### src/rtl/pup_seq_pkg.sv
// Shared types for the power-up permit sequencer.
// Assumes: a small sequencer state, encoded in 2 bits.
package pup_seq_pkg;
    typedef enum logic [1:0] {
        SEQ_IDLE = 2'd0,
        SEQ_RUN  = 2'd1,
        SEQ_DONE = 2'd2
    } seq_state_t;
endpackage

### src/rtl/pup_start_qual.sv
// Start qualifier: latches the gate-enhanced flag and combines it with the
// drain check, which current-regulation mode masks.
// Assumes: the flags are synchronous to clk; enable low clears the latch.
module pup_start_qual (
    input  logic clk,
    input  logic rst_n,
    input  logic enable,
    input  logic gate_full,
    input  logic drain_low,
    input  logic creg_mode,
    output logic gate_seen,
    output logic start_ok
);
    logic drain_ok;

    // Latch the gate condition once it is seen; clear on reset or disable.
    always_ff @(posedge clk) begin
        if (!rst_n || !enable) begin
            gate_seen <= 1'b0;
        end else if (gate_full) begin
            gate_seen <= 1'b1;
        end
    end

    // Drain check counts as satisfied while regulation mode is on.
    always_comb begin
        drain_ok = drain_low | creg_mode;
        start_ok = gate_seen & drain_ok;
    end
endmodule

### src/rtl/pup_slot_sched.sv
// Slot scheduler: on a qualified start, enters slot 0, then advances one slot
// every max(slot_gap,1) cycles, and reports done one interval after the last.
// Assumes: slot_gap is held steady during a sequence.
module pup_slot_sched
    import pup_seq_pkg::*;
#(
    parameter int N_SLOT = 4,
    parameter int GAP_W  = 16,
    localparam int SLOT_W = (N_SLOT > 1) ? $clog2(N_SLOT) : 1
) (
    input  logic              clk,
    input  logic              rst_n,
    input  logic              enable,
    input  logic              start_ok,
    input  logic [GAP_W-1:0]  slot_gap,
    output logic              busy,
    output logic [SLOT_W-1:0] slot_idx,
    output logic [N_SLOT-1:0] reached,
    output logic              done
);
    localparam logic [SLOT_W-1:0] LAST_SLOT = SLOT_W'(N_SLOT - 1);

    seq_state_t       state_q;
    logic [GAP_W-1:0] cnt_q;
    logic [GAP_W-1:0] gap_last;
    logic             gap_end;

    // Last count value of an interval; a zero gap behaves as one cycle.
    always_comb begin
        gap_last = (slot_gap == '0) ? '0 : slot_gap - 1'b1;
        gap_end  = (cnt_q == gap_last);
    end

    // Sequencer state, slot index and interval counter.
    always_ff @(posedge clk) begin
        if (!rst_n || !enable) begin
            state_q  <= SEQ_IDLE;
            slot_idx <= '0;
            cnt_q    <= '0;
        end else begin
            case (state_q)
                SEQ_IDLE: begin
                    if (start_ok) begin
                        state_q  <= SEQ_RUN;
                        slot_idx <= '0;
                        cnt_q    <= '0;
                    end
                end
                SEQ_RUN: begin
                    if (gap_end) begin
                        cnt_q <= '0;
                        if (slot_idx == LAST_SLOT) begin
                            state_q <= SEQ_DONE;
                        end else begin
                            slot_idx <= slot_idx + 1'b1;
                        end
                    end else begin
                        cnt_q <= cnt_q + 1'b1;
                    end
                end
                SEQ_DONE: begin
                    state_q <= SEQ_DONE;
                end
                default: begin
                    state_q <= SEQ_IDLE;
                end
            endcase
        end
    end

    // Thermometer of slots reached so far.
    for (genvar s = 0; s < N_SLOT; s++) begin : g_reach
        always_comb begin
            reached[s] = (state_q == SEQ_DONE) ||
                         ((state_q == SEQ_RUN) && (slot_idx >= SLOT_W'(s)));
        end
    end

    // Status decode.
    always_comb begin
        busy = (state_q != SEQ_IDLE);
        done = (state_q == SEQ_DONE);
    end
endmodule

### src/rtl/pup_permit_drive.sv
// Output stage: maps each permit to its slot, gates with enable and reset,
// and applies the per-output polarity to form the pull-low enable.
// Assumes: slot_map packs one SLOT_W field per output, output 0 lowest.
module pup_permit_drive #(
    parameter int N_OUT  = 4,
    parameter int N_SLOT = 4,
    localparam int SLOT_W = (N_SLOT > 1) ? $clog2(N_SLOT) : 1
) (
    input  logic                    rst_n,
    input  logic                    enable,
    input  logic [N_SLOT-1:0]       reached,
    input  logic [N_OUT*SLOT_W-1:0] slot_map,
    input  logic [N_OUT-1:0]        pol,
    output logic [N_OUT-1:0]        pull_low
);
    for (genvar i = 0; i < N_OUT; i++) begin : g_out
        logic [SLOT_W-1:0] sel;
        logic              on;
        // Select this output's slot, qualify, apply polarity.
        always_comb begin
            sel         = slot_map[i*SLOT_W +: SLOT_W];
            on          = rst_n & enable & reached[sel];
            pull_low[i] = on ^ pol[i];
        end
    end
endmodule

### src/rtl/pup_permit_seq.sv
// Top: power-up permit time-slot sequencer. Qualifies the start from the
// comparator flags, schedules four slots and drives four permit outputs.
// Assumes: synchronous active-low reset; configuration stable during a run.
module pup_permit_seq #(
    parameter int N_OUT  = 4,
    parameter int N_SLOT = 4,
    parameter int GAP_W  = 16,
    localparam int SLOT_W = (N_SLOT > 1) ? $clog2(N_SLOT) : 1
) (
    input  logic                    clk,
    input  logic                    rst_n,
    input  logic                    enable,
    input  logic                    gate_full,
    input  logic                    drain_low,
    input  logic                    creg_mode,
    input  logic [N_OUT*SLOT_W-1:0] slot_map,
    input  logic [N_OUT-1:0]        pol,
    input  logic [GAP_W-1:0]        slot_gap,
    output logic [N_OUT-1:0]        pull_low,
    output logic                    seq_done
);
    logic              gate_seen;
    logic              start_ok;
    logic              busy;
    logic [SLOT_W-1:0] slot_idx;
    logic [N_SLOT-1:0] reached;
    logic              sched_done;

    pup_start_qual u_qual (
        .clk       (clk),
        .rst_n     (rst_n),
        .enable    (enable),
        .gate_full (gate_full),
        .drain_low (drain_low),
        .creg_mode (creg_mode),
        .gate_seen (gate_seen),
        .start_ok  (start_ok)
    );

    pup_slot_sched #(.N_SLOT(N_SLOT), .GAP_W(GAP_W)) u_sched (
        .clk      (clk),
        .rst_n    (rst_n),
        .enable   (enable),
        .start_ok (start_ok),
        .slot_gap (slot_gap),
        .busy     (busy),
        .slot_idx (slot_idx),
        .reached  (reached),
        .done     (sched_done)
    );

    pup_permit_drive #(.N_OUT(N_OUT), .N_SLOT(N_SLOT)) u_drive (
        .rst_n    (rst_n),
        .enable   (enable),
        .reached  (reached),
        .slot_map (slot_map),
        .pol      (pol),
        .pull_low (pull_low)
    );

    // Done status, dropped immediately with enable or reset.
    always_comb begin
        seq_done = sched_done & enable & rst_n;
    end
endmodule

### config.mk
export PLATFORM = sky130hd
export DESIGN_NAME = pup_permit_seq
export DESIGN_NICKNAME = d
export VERILOG_FILES = /design/src/rtl/pup_seq_pkg.sv /design/src/rtl/pup_start_qual.sv /design/src/rtl/pup_slot_sched.sv /design/src/rtl/pup_permit_drive.sv /design/src/rtl/pup_permit_seq.sv
export SDC_FILE = /design/constraint.sdc
export NUM_CORES = 1
export LEC_CHECK = 0
export BUFFER_PORTS_ARGS = -buffer_cell sky130_fd_sc_hd__buf_2
export CAP_MARGIN = 40
export CORE_MARGIN = 2
export CORE_UTILIZATION = 30
export DETAILED_ROUTE_END_ITERATION = 16
export PLACE_DENSITY = 0.59
export SLEW_MARGIN = 20
export SYNTH_ARGS = -nofsm -noshare
export SYNTH_HDL_FRONTEND = slang
export SYNTH_SLANG_ARGS = --single-unit
### constraint.sdc
create_clock -name clk -period 3.15 [get_ports clk]
set_clock_uncertainty 0.2 [all_clocks]
set_input_delay 0 -clock clk [delete_from_list [all_inputs] [get_ports clk]]
set_output_delay 0 -clock clk [all_outputs]
set_load 0.01 [all_outputs]
### Yosys cells after proc, flatten, opt, wreduce, memory -nomap -nowiden

Index checks and enable logic that the tools add are counted.

| word-level totals | value |
|---|---|
| logic and storage cells | 73 |
| output and inout port bits | 5 |
| register bits after elaboration | 21 |

| cells by class | value |
|---|---|
| reduce and logical (&&, ||, !) cells | 17 |
| order comparisons | 8 |
| add/sub/neg operators | 3 |
| multiplexer cells | 20 |
| equality and inequality tests | 8 |
| bitwise gates (word level) | 13 |

Operators with widths:

| cell | count |
|---|---|
| 16-bit two-way mux | 3 |
| 16-bit one-hot mux with 2 select lines | 1 |
| 16-bit by 1-bit adder with 16-bit output, second input constant | 1 |
| 16-bit equality test | 1 |
| 16-bit zero test | 1 |
| 16-bit by 1-bit subtractor with 16-bit output, second input constant | 1 |
| 2-bit by 3-bit < comparator with 1-bit output, second input constant | 4 |
| 2-bit two-way mux | 6 |
| 1-bit bitwise AND | 8 |
| 1-bit binary-select mux with 2-bit select | 4 |
| 2-bit one-hot mux with 3 select lines | 1 |
| 1-bit logical OR | 5 |
| 2-bit equality test, second input constant | 2 |
| 2-bit by 1-bit >= comparator with 1-bit output, second input constant | 2 |
| 2-bit >= comparator, second input constant | 2 |
| 1-bit logical AND | 4 |
| 1-bit two-way mux | 4 |
| 2-bit by 1-bit inequality test with 1-bit output, second input constant | 2 |
| 2-bit inequality test, second input constant | 2 |
| 2-bit one-hot mux with 2 select lines | 1 |
| 4-bit AND reduction | 1 |
| 1-bit XOR | 4 |
| 3-bit AND reduction | 1 |
| 2-bit by 1-bit adder with 2-bit output, second input constant | 1 |
| other kinds (6) | 7 |

### Longest topological paths before layout

| logic depth | value |
|---|---|
| depth after elaboration | 7 |
| mapped depth | 14 |

### Hierarchy

A second synthesis with hierarchy kept.

| unflattened totals | value |
|---|---|
| cells, all modules | 289 |
| area, all modules | 2316.0 sq um |

By module, submodules not included:

| module | cells an instance | times used | area each (sq um) |
|---|---|---|---|
| pup_slot_sched | 273 | 1 | 2127.0 |
| pup_permit_drive | 12 | 1 | 145.1 |
| pup_start_qual | 3 | 1 | 37.5 |
| pup_permit_seq | 1 | 1 | 6.3 |

### Least setup slack after synthesis

Ideal clock, no wire load.

| path | value |
|---|---|
| kind | input port to flip-flop |
| start point | in slot_gap[0] |
| end point | reg u_sched.cnt_q[15] |
| setup slack | 95 ps |
| data required time | 2813 ps |
| stages on the path | 13 |
| library setup time | 137 ps |
| buffers on the path | 3 |
| arrival time | 2717 ps |
| cell sequence | inv_1 -> ha_1 -> clkbuf_2 -> or4b_1 -> buf_6 -> nor4b_1 -> mux2i_1 -> xnor2_1 -> a2111o_1 -> or3_1 -> o21ai_4 -> buf_6 -> a211oi_1 |

| on the way | value |
|---|---|
| longest elaborated chain between the ends | 5 |
| elaborated cells between the ends (all ways) | 6 |

Ends and longest elaborated chain:

| element | line | RTL |
|---|---|---|
| start, declared | pup_permit_seq.sv:18 | `input logic [GAP_W-1:0] slot_gap,` |
| 16-bit by 1-bit subtractor with 16-bit output or 16-bit zero test (tied branches) | pup_slot_sched.sv:30 | `gap_last = (slot_gap == '0) ? '0 : slot_gap - 1'b1;` |
| 16-bit two-way mux (*) | pup_slot_sched.sv:30 |  |
| 16-bit equality test (*) | pup_slot_sched.sv:31 | `gap_end = (cnt_q == gap_last);` |
| 16-bit two-way mux (*) | pup_slot_sched.sv:50 | `if (gap_end) begin` |
| 16-bit one-hot mux with 2 select lines (*) | pup_slot_sched.sv:41 | `case (state_q)` |
| end signal, assigned | pup_slot_sched.sv:58 | `cnt_q <= cnt_q + 1'b1;` |
| end, declared | pup_slot_sched.sv:24 | `logic [GAP_W-1:0] cnt_q;` |

Mark *: on every way between the ends. The rest lies on a longest branch, timed or not.
A chain may end at the register's enable or synchronous reset.

### Worst setup path in the final report

| path | value |
|---|---|
| start point | in slot_gap[1] |
| end point | reg u_sched.cnt_q[9] |

The elaborated chain is that of the path after synthesis.

==> results.toml <==
[power]
pwr-share-seq_pct = 45.4
p_switching_w = 0.000169
swShare_pct = 28.7
power_density_nw_per_um2 = 218
p_comb_share_pct = 24.9
p_int_w = 0.000420
p_leak_nw = 1.00
pwr-share-clk_pct = 29.7
ir_drop_mv = 0.122

[run]
drv_cap = 0

[setup_path]
crit_type = "in -> reg"
cpMaxStageDelayCell = "or4b_1"
cp-end-kind = "flop"
cp.arrival_ns = 2.75
critical-path-top-delay-family = "simple AND/OR/NAND/NOR gates"
worst-path-buf-inv = 4
crit_fanout = 14
path_cells = "buf_2 -> inv_1 -> ha_1 -> or4b_1 -> buf_4 -> nor3_1 -> mux2i_1 -> xnor2_1 -> a2111o_1 -> or3_1 -> o21ai_4 -> buf_12 -> a211oi_1"
crit_required_ns = 3.06
cpPeakStageDelay_ns = 0.48
startpoint_type = "input port"

[grt]
grt_pass1_wl_mm = 10.3
antenna_found_initial = 0
grt_util_met2_pct = 24.0
grtUsageMet3_pct = 1.33
grt_pass1_vias = 2157
grtUsageTotal_pct = 14.7
grt_busiest_layer = "met2"
grt_max_degree = 19
use_met1_pct = 20.3
grt_overflow_total = 0

[timing]
relSlewSlack_pct = 57.2
fin_hold_ws_ns = 0.0435
setup_viol = 0
drv_slew = 0
fin_crit_ns = 2.84
tightest_slew_ns = 0.641
finalHoldViolCount = 0
period_share_pct = 90.1
rsz0062_at_grt = "no"
fmax_mhz = 352
setup-tns-final_ns = 0

[floorplanning]
core_um2 = 7330
io_pins = 39
die_y_um = 91.3
start_util_pct = 31.2
fp.dieArea_um2 = 8330
die_w_um = 91.3
num_rows = 31

[final_layout]
stdcell_count = 446
final_nets = 391
syn_to_final_growth_pct = 18.0
layout-drive-gt1-share_pct = 19.3
mostFrequentLayoutCell = "buf_2"
fill_cells = 791
antennaDiodeCount = 0
utilization_pct = 36.8
final_cell_mix = "buf_2, nand2_1, dfxtp_1, a21oi_1, xnor2_1"

[clock_tree]
post_cts_buffers = 0
htreeDepth = 1
clock_latency_ns = 0.26
clk_path_buf_depth = 2
cts_made_buffers = 3
ctsResizeCount = 0
clk_pin_slew_ns = 0.08
cts_tree = "built"
cts-root-buf = "clkbuf_8"
cts_sinks = 21
postCtsHoldBufs = 1

[logic_synthesis]
synth_top_cell_by_area = "dfxtp_1"
synth_seq_area_share_pct = 18.4
synth_flop_cell = "dfxtp_1"
netlist_instances = 305
synth-seq-cells = 21
syn_area_per_cell_um2 = 7.49
syn-cell-area_um2 = 2290
yosysUniqueCellTypes = 55
ys_warn_count = 0
async_flop_share_pct = 0
synth_area_leaders = "dfxtp_1, xnor2_1, nand2_1"
synth_edf_count = 0
syn_nets = 348
synthDominantCellAreaShare_pct = 18.4

[drt]
drc = 0
drtIter0Drc = 136
drt-vias-per-instance = 5.33
postRouteAntennaNets = 0
avgRoutedWirePerCell_um = 13.2
firstDrtPassIters = 4
drt_wl_total_mm = 5.89
via_count = 2377

[min_path]
min_path_type = "in -> reg"

[placement]
io_buffers = 38
place.gp.congestion = 0.816
placed_cells = 441
dp_hpwl_mm = 4.69

[run_status]
outcome = "completed"
[Yosys cell counts (all sizes together), types with 4 or more instances]
cell    number
or3          9
o21ai       12
nor4         7
o211ai       8
nand4        7
nor4b        5
a31oi        7
a21oi       20
and2         6
nor3         8
nand3        8
inv         13
ha           9
xnor2       20
and3        12
nor2        17
a211oi      14
a21o         4
clkbuf      11
buf          6
dfxtp       21
xor2         8
nand2       32
[worst min-delay path: cells and delay by family]
kind                   cells  cell delay, ns
AOI/OAI and AO/OA          2            0.18
muxes                      1            0.19
buffers and inverters      1            0.09
[per-layer routing]
layer	vias up	share of wire, %
met1	1095	49
met2	59	46
met3	4	4.1
met4	0	1.0
li1	1219	-
met5	-	0
[area by class of cell]
cell class              instances  area, µm²  share of cell area, %
multi-input cells             254       1730                   64.0
flip-flops and latches         21        420                   15.6
repair buffers                 55        333                   12.3
well taps                      99        124                   4.59
inverters                      13       48.8                   1.81
clock buffers                   4       45.0                   1.67
[cell families after synthesis]
kind of cell | count (synthesis) | share of synthesized area [%]
buf+inv | 30 | 6.08
flops | 21 | 18.4
compound gates | 81 | 24.3
simple gates | 131 | 32.8
mux | 4 | 1.81
fa+ha+maj | 9 | 4.93
xor+xnor | 29 | 11.7
[through the flow]
| step | setup WS [ns] | power (W) | cell area (µm²) |
|---|---|---|---|
| 2_1_floorplan | 0.0953 | 0.000359 | 2290 |
| 3_5_place_dp | 0.0958 | 0.000418 | 2640 |
| 5_1_grt | 0.183 | 0.000625 | 2700 |
| 3_3_place_gp | 0.0852 | 0.000417 | 2640 |
| 4_1_cts | 0.357 | 0.000597 | 2700 |
| 6_report | 0.311 | 0.000589 | 2700 |
[final timing paths]
path	to	slack, ns	cells past startpoint	start
worst min-delay path	u_sched.cnt_q[5]	0.04	4	drain_low
worst min register to register	u_qual.gate_seen	0.30	2	u_qual.gate_seen
worst max register to register	u_sched.cnt_q[9]	0.53	8	u_sched.cnt_q[0]
worst max-delay path	u_sched.cnt_q[9]	0.31	13	slot_gap[1]
[power groups by stage]
stage               clock (W)  sequential, W  combinational (W)
floorplan                   0       0.000273          0.0000858
global route         0.000194       0.000268           0.000163
detailed placement          0       0.000274           0.000144
global placement            0       0.000274           0.000143
CTS                  0.000184       0.000267           0.000146
finish               0.000175       0.000267           0.000147
[registers in the layout (all words and copies together), names as in the netlist]
name,count
u_sched.slot_idx,2
u_sched.cnt_q,16
u_sched.state_q,2
u_qual.gate_seen,1
Power figures use the tool's default switching activity.
